$ cat src/rtl/pgf_pkg.sv
package pgf_pkg;
  typedef enum logic [1:0] {
    FM_CONT  = 2'b00,
    FM_TWO   = 2'b01,
    FM_THREE = 2'b10,
    FM_INTEG = 2'b11
  } fmode_e;
endpackage

$ cat src/rtl/pgf_sync.sv
module pgf_sync #(
  parameter int STAGES = 2
) (
  input  logic clk_i,
  input  logic rst_ni,
  input  logic d_i,
  output logic q_o
);
  logic [STAGES-1:0] ff_q, ff_d;

  generate
    if (STAGES == 1) begin : g_one
      always_comb ff_d = d_i;
    end else begin : g_chain
      always_comb ff_d = {ff_q[STAGES-2:0], d_i};
    end
  endgenerate

  always_ff @(posedge clk_i or negedge rst_ni) begin
    if (!rst_ni) ff_q <= '0;
    else         ff_q <= ff_d;
  end

  assign q_o = ff_q[STAGES-1];
endmodule

$ cat src/rtl/pgf_presc.sv
module pgf_presc #(
  parameter int CODE_W = 3
) (
  input  logic              clk_i,
  input  logic              rst_ni,
  input  logic [CODE_W-1:0] code_i,
  input  logic              fast_src_i,
  input  logic              share_ovr_i,
  output logic              tick_o
);
  localparam int CNT_W = 1 << CODE_W;
  localparam int SH_W  = $clog2(CNT_W + 1);
  localparam logic [CNT_W:0] ONE = 1;

  logic [CNT_W-1:0] cnt_q, cnt_d;
  logic [SH_W-1:0]  shift;
  logic [CNT_W:0]   mask;
  logic             single;

  always_comb begin
    single = fast_src_i && !share_ovr_i;
    if (single) shift = SH_W'(code_i);
    else        shift = SH_W'(code_i) + SH_W'(1);
    mask  = (ONE << shift) - ONE;
    cnt_d = cnt_q + CNT_W'(1);
  end

  always_ff @(posedge clk_i or negedge rst_ni) begin
    if (!rst_ni) cnt_q <= '0;
    else         cnt_q <= cnt_d;
  end

  assign tick_o = (cnt_q & mask[CNT_W-1:0]) == mask[CNT_W-1:0];

  AST_TICK_GAP: assert property (@(posedge clk_i) disable iff (!rst_ni)
    (tick_o && !(single && code_i == '0)) |=> !tick_o);
endmodule

$ cat src/rtl/pgf_core.sv
module pgf_core
  import pgf_pkg::*;
(
  input  logic   clk_i,
  input  logic   rst_ni,
  input  logic   tick_i,
  input  logic   smp_i,
  input  fmode_e mode_i,
  output logic   level_o
);
  localparam int HIST_W = 2;
  localparam logic [1:0] CNT_MAX = 2'd3;

  logic [HIST_W-1:0] hist_q, hist_d;
  logic [1:0]        icnt_q, icnt_d;
  logic              lvl_q, lvl_d;

  always_comb begin
    hist_d = hist_q;
    icnt_d = icnt_q;
    lvl_d  = lvl_q;
    if (tick_i) begin
      hist_d = {hist_q[HIST_W-2:0], smp_i};
      if (smp_i && icnt_q != CNT_MAX)   icnt_d = icnt_q + 2'd1;
      else if (!smp_i && icnt_q != 2'd0) icnt_d = icnt_q - 2'd1;
    end
    unique case (mode_i)
      FM_CONT:  lvl_d = smp_i;
      FM_TWO:   if (tick_i && smp_i == hist_q[0]) lvl_d = smp_i;
      FM_THREE: if (tick_i && smp_i == hist_q[0] && smp_i == hist_q[1]) lvl_d = smp_i;
      FM_INTEG: begin
        if (tick_i) begin
          if (icnt_d == CNT_MAX)  lvl_d = 1'b1;
          else if (icnt_d == 2'd0) lvl_d = 1'b0;
        end
      end
      default:  lvl_d = lvl_q;
    endcase
  end

  always_ff @(posedge clk_i or negedge rst_ni) begin
    if (!rst_ni) begin
      hist_q <= '0;
      icnt_q <= '0;
      lvl_q  <= 1'b0;
    end else begin
      hist_q <= hist_d;
      icnt_q <= icnt_d;
      lvl_q  <= lvl_d;
    end
  end

  assign level_o = lvl_q;

  AST_HOLD_OFF_TICK: assert property (@(posedge clk_i) disable iff (!rst_ni)
    (!tick_i && mode_i != FM_CONT) |=> $stable(lvl_q));
  AST_TWO_NEED_AGREE: assert property (@(posedge clk_i) disable iff (!rst_ni)
    (mode_i == FM_TWO && tick_i && smp_i != hist_q[0]) |=> $stable(lvl_q));
  AST_THREE_NEED_RUN: assert property (@(posedge clk_i) disable iff (!rst_ni)
    (mode_i == FM_THREE && tick_i && smp_i != hist_q[1]) |=> $stable(lvl_q));
  AST_INTEG_SET: assert property (@(posedge clk_i) disable iff (!rst_ni)
    (mode_i == FM_INTEG && tick_i && smp_i && icnt_q == 2'd2) |=> lvl_q);
endmodule

$ cat src/rtl/pgf_edge.sv
module pgf_edge (
  input  logic clk_i,
  input  logic rst_ni,
  input  logic level_i,
  output logic rise_o,
  output logic fall_o
);
  logic prev_q;

  always_ff @(posedge clk_i or negedge rst_ni) begin
    if (!rst_ni) prev_q <= 1'b0;
    else         prev_q <= level_i;
  end

  assign rise_o = level_i & ~prev_q;
  assign fall_o = ~level_i & prev_q;

  AST_RISE_SINGLE: assert property (@(posedge clk_i) disable iff (!rst_ni)
    rise_o |=> !rise_o);
  AST_FALL_SINGLE: assert property (@(posedge clk_i) disable iff (!rst_ni)
    fall_o |=> !fall_o);
endmodule

$ cat src/rtl/pgf_top.sv
module pgf_top
  import pgf_pkg::*;
#(
  parameter int CODE_W      = 3,
  parameter int SYNC_STAGES = 2
) (
  input  logic              clk_i,
  input  logic              rst_ni,
  input  logic              pin_i,
  input  logic [CODE_W-1:0] presc_code_i,
  input  logic              fast_src_i,
  input  logic              share_ovr_i,
  input  logic [1:0]        mode_i,
  input  logic              integ_en_i,
  output logic              level_o,
  output logic              rise_o,
  output logic              fall_o
);
  logic   smp, tick;
  fmode_e mode_eff;

  always_comb begin
    mode_eff = fmode_e'(mode_i);
    if (mode_eff == FM_INTEG && !integ_en_i) mode_eff = FM_THREE;
  end

  pgf_sync #(.STAGES(SYNC_STAGES)) u_sync (
    .clk_i(clk_i), .rst_ni(rst_ni), .d_i(pin_i), .q_o(smp)
  );

  pgf_presc #(.CODE_W(CODE_W)) u_presc (
    .clk_i(clk_i), .rst_ni(rst_ni), .code_i(presc_code_i),
    .fast_src_i(fast_src_i), .share_ovr_i(share_ovr_i), .tick_o(tick)
  );

  pgf_core u_core (
    .clk_i(clk_i), .rst_ni(rst_ni), .tick_i(tick), .smp_i(smp),
    .mode_i(mode_eff), .level_o(level_o)
  );

  pgf_edge u_edge (
    .clk_i(clk_i), .rst_ni(rst_ni), .level_i(level_o),
    .rise_o(rise_o), .fall_o(fall_o)
  );

  AST_RESET_QUIET: assert property (@(posedge clk_i)
    !rst_ni |-> (!level_o && !rise_o && !fall_o));
endmodule

$ cat config.mk
export PLATFORM = sky130hd
export DESIGN_NAME = pgf_top
export DESIGN_NICKNAME = d
export VERILOG_FILES = /design/src/rtl/pgf_pkg.sv /design/src/rtl/pgf_sync.sv /design/src/rtl/pgf_presc.sv /design/src/rtl/pgf_core.sv /design/src/rtl/pgf_edge.sv /design/src/rtl/pgf_top.sv
export SDC_FILE = /design/constraint.sdc
export NUM_CORES = 1
export LEC_CHECK = 0
export BUFFER_PORTS_ARGS = -buffer_cell sky130_fd_sc_hd__buf_2
export CAP_MARGIN = 10
export CORE_ASPECT_RATIO = 1.2
export CORE_MARGIN = 4
export CORE_UTILIZATION = 40
export CTS_BUF_LIST = sky130_fd_sc_hd__clkbuf_2 sky130_fd_sc_hd__clkbuf_4 sky130_fd_sc_hd__clkbuf_8
export CTS_CLUSTER_SIZE = 12
export DETAILED_ROUTE_END_ITERATION = 7
export GPL_TIMING_DRIVEN = 0
export PLACE_DENSITY = 0.67
export SETUP_SLACK_MARGIN = 0.02
export SYNTH_ARGS = -nofsm -noshare
export SYNTH_HDL_FRONTEND = slang
export SYNTH_SLANG_ARGS = --single-unit
$ cat constraint.sdc
create_clock -name clk_i -period 3 [get_ports clk_i]
set_input_delay 0.3 -clock clk_i [delete_from_list [all_inputs] [get_ports clk_i]]
set_output_delay 0.3 -clock clk_i [all_outputs]
set_load 0.01 [all_outputs]
==> key figures <==
GRT
  – Met3 GRT Util: 2.75%
  – Global route hottest layer: met2
  – Largest net degree at the start of global routing: 17
  – Initial antenna violation count: 0
  – Overall overflow remaining after global route: 0
  – First-pass GRT wire length: 3260 um
  – Met1 Usage GRT: 13.5%
  – Met2 usage in global routing: 18.6%
  – Gr usage total: 11.0%
  – Via count of the first global-routing pass: 785

Die
  – Initial Utilization: 42.5%
  – Die Height: 65.3 um
  – Overall die width: 55.8 um
  – FP Rows: 20
  – Die outline area: 3640 um^2
  – Area of the core: 2580 um^2
  – Top-Level Pins: 14

Job
  – Max-capacitance violation count: 0

Clocking
  – CTS root buffer: sky130_fd_sc_hd__clkbuf_4
  – CTS tree: built
  – Insertion delay to the later sink of the worst-skew pair: 0.28 ns
  – Maximum clock path buffer count: 2
  – Number of sinks on the clock net: 16
  – Resized Gates After CTS: 0
  – Clock-pin slew on the worst setup and hold paths: 0.09 ns
  – Number of H-tree levels: 1
  – CTS Buf Count: 3

Placed design
  – Post-Place Cell Area: 1200 um^2
  – Total of buffers placed on input and output ports: 12
  – Estimated wirelength of the detail-placed design: 1490 um
  – Placer's final routability congestion estimate: 0.787

STA
  – Share of the clock period used by the worst path after layout: 85.3%
  – Setup repair after global routing missed its margin: no
  – Minimum clock period after layout: 2.56 ns
  – Final Skew: 0.0103 ns
  – Slew at the pin closest to its max-slew limit: 0.418 ns
  – Final number of hold-violating endpoints: 0
  – Number of max-slew violations in the final report: 0
  – Total negative slack: 0 ns
  – Upper clock frequency limit: 391 MHz
  – Total setup violations reported at the end of the flow: 0
  – Max-slew headroom at the worst pin: 72.1%

Worst setup path
  – R2R setup slack: 1.06 ns
  – Critical path arrival: 2.76 ns
  – Largest stage delay, worst path: 0.37 ns
  – Cell-by-cell trace of the critical path: buf_2, ha_1, mux2i_2, nand3_1, ha_1, o22ai_1, a21o_1, a211oi_4, o211ai_2, a311o_1, a32oi_1
  – Buffer and inverter count on the worst path: 1
  – Worst reg2reg path depth: 8
  – Critical path required time: 3.20 ns
  – CP most frequent cell: sky130_fd_sc_hd__ha_1
  – Critical R2R Launch: u_core.icnt_q[0]
  – Worst R2R End: u_core.level_o
  – Worst Path Max Fanout: 7
  – Category of the worst setup path launch point: input pin
  – Worst Setup End Kind: flop
  – Largest delay share family, worst path: compound AO/OA/AOI/OAI gates
  – CP max stage cell: sky130_fd_sc_hd__a311o_1
  – Classification of the worst setup path: in -> reg

Detailed routing
  – Ratio of routed vias to standard cells: 5.43
  – Sum of routed wire length over all layers: 1940 um
  – Number of DRC markers in iteration 0: 24
  – Average routed wire per standard cell: 12.2 um
  – Drt first pass iters: 4
  – Overall via count from detail_route: 864
  – Count of antenna-violating nets left after detailed routing: 0
  – DRC violation count after routing: 0

Yosys
  – Top-area cell type share of the netlist area: 36.6%
  – Mapped cell area: 1090 um^2
  – Syn Area/Cell: 9.95 um^2
  – Biggest area contributors in the synthesized netlist: sky130_fd_sc_hd__dfrtp_1, sky130_fd_sc_hd__xnor2_1, sky130_fd_sc_hd__ha_1
  – Post-Syn Nets: 126
  – FF+latch count, synth: 16
  – Post-synthesis cell type count: 42
  – Number of instances in the synthesized netlist: 110
  – Portion of the post-synthesis area used by sequential elements: 36.6%
  – Library cell occupying the most area in the post-synthesis netlist: sky130_fd_sc_hd__dfrtp_1
  – Count of warnings emitted by yosys: 0

Pwr
  – Leakage: 0.534 nW
  – Peak supply drop: 0.223 mV
  – Power Density: 522 nW/um^2

Cells and area
  – Diode count: 0
  – Fin area: 1230 um^2
  – Layout cells sized above 1: 23.8%
  – Share of the core filled with cells in the final layout: 47.7%
  – Layout area overhead: 12.2%
  – Fill count: 251
  – Net count reported at finish: 144

Worst hold path
  – Path class of the lowest-slack min-delay path: in -> reg
  – Terminating pin of the worst hold path: u_sync.ff_q[0]
  – Startpoint of the worst hold path: pin_i
  – Hold path depth: 1

Outcome
  – Status: finished, final reports clean
how the worst max path moves through the flow:
stage | from | to | slack [ns] | depth (start not counted)
after CTS | presc_code_i[1] | u_core.level_o | 0.44 | 11
after floorplan | presc_code_i[0] | u_core.level_o | 0.50 | 10
after global routing | presc_code_i[1] | u_core.level_o | 0.36 | 12
after global placement | presc_code_i[1] | u_core.level_o | 0.18 | 11
final | presc_code_i[1] | u_core.level_o | 0.44 | 11
after detailed placement | presc_code_i[1] | u_core.level_o | 0.14 | 11
flip-flops by register name (all words and copies together), names as in the netlist:
name,count
u_presc.cnt_q,8
u_core.hist_q,2
u_core.icnt_q,2
u_sync.ff_q,2
u_core.level_o,1
u_edge.prev_q,1
cell usage after synthesis, drive strengths merged:
library cell  number
a21oi              3
buf                3
nand2              9
nand3              6
nor3               1
a311oi             2
inv                7
nand4              1
mux2               2
a41oi              2
a31oi              3
or2                1
o21a               1
o21ai              4
a21o               2
o21bai             1
mux2i              3
ha                 5
nor4               1
a32oi              1
dfrtp             16
nor3b              1
nand3b             1
a211oi             4
xor2               4
xnor2             10
o211ai             1
nand2b             2
a311o              1
nor2b              2
clkbuf             1
nor2               2
a31o               1
o22ai              2
and3               4
through the flow:
| step | std cells | power [mW] | setup slack (ns) | hold WS (ns) |
|---|---|---|---|---|
| finish | 159 | 0.642 | 0.441 | 0.133 |
| detailed placement | 155 | 0.537 | 0.140 | 0.230 |
| global placement | 155 | 0.520 | 0.179 | 0.225 |
| global route | 159 | 0.685 | 0.358 | 0.110 |
| CTS | 159 | 0.649 | 0.436 | 0.121 |
| floorplan | 110 | 0.472 | 0.498 | 0.00441 |
metal layers:
layer | vias to the layer above | share of wire (%) | wire, um
met4 | 0 | 0.26 | 5
li1 | 435 | - | -
met1 | 413 | 46 | 896
met2 | 14 | 50 | 976
met5 | - | 0 | 0
met3 | 2 | 3.4 | 66
kinds of logic (layout without fill, tap and decap cells):
logic type	count (synthesis)	in the layout	share of synthesized area, %
AOI/OAI and AO/OA	28	28	21.4
xor gates and xnor gates	14	14	11.2
muxes	5	5	5.14
and+or+nand+nor	31	31	15.3
buffers and inverters	11	27	4.69
DFF	16	16	36.6
adders and majority gates	5	5	5.71
final cells by class:
| cell class | count | area [um^2] | area share [%] |
|---|---|---|---|
| well taps | 33 | 41.3 | 3.36 |
| multi-input cells | 83 | 643 | 52.3 |
| repair buffers | 13 | 70.1 | 5.70 |
| flip-flops and latches | 16 | 400 | 32.6 |
| clock buffers | 3 | 22.5 | 1.83 |
| inverters | 7 | 26.3 | 2.14 |
| plain buffers | 4 | 25.0 | 2.04 |
where the power goes:
group | total [mW] | switching (mW) | internal (mW)
sequential | 0.275 | 0.0269 | 0.248
clock | 0.108 | 0.0620 | 0.0464
combinational | 0.259 | 0.139 | 0.119
placed cells by master, fill, tap and decap left out, types with 2 or more instances in the layout:
cell and instances:
sky130_fd_sc_hd__nor2b_1 2, sky130_fd_sc_hd__a21o_1 2, sky130_fd_sc_hd__clkbuf_4 3, sky130_fd_sc_hd__a41oi_1 2, sky130_fd_sc_hd__xnor2_1 10, sky130_fd_sc_hd__a211oi_2 2
sky130_fd_sc_hd__ha_1 5, sky130_fd_sc_hd__o22ai_1 2, sky130_fd_sc_hd__mux2_2 2, sky130_fd_sc_hd__and3_1 4, sky130_fd_sc_hd__xor2_1 4, sky130_fd_sc_hd__o21ai_0 3
sky130_fd_sc_hd__nor2_1 2, sky130_fd_sc_hd__nand3_1 6, sky130_fd_sc_hd__mux2i_1 2, sky130_fd_sc_hd__dfrtp_1 16, sky130_fd_sc_hd__a31oi_1 3, sky130_fd_sc_hd__a21oi_1 3
sky130_fd_sc_hd__nand2_1 9, sky130_fd_sc_hd__buf_2 14, sky130_fd_sc_hd__inv_1 7
repair_timing:
action | 4_1_cts | 5_1_grt
hold buffers | 1 | 0
buffers inserted | 0 | 0
endpoints found under the hold margin | 16 | 0
No activity file was read; power rests on OpenSTA's default activity.
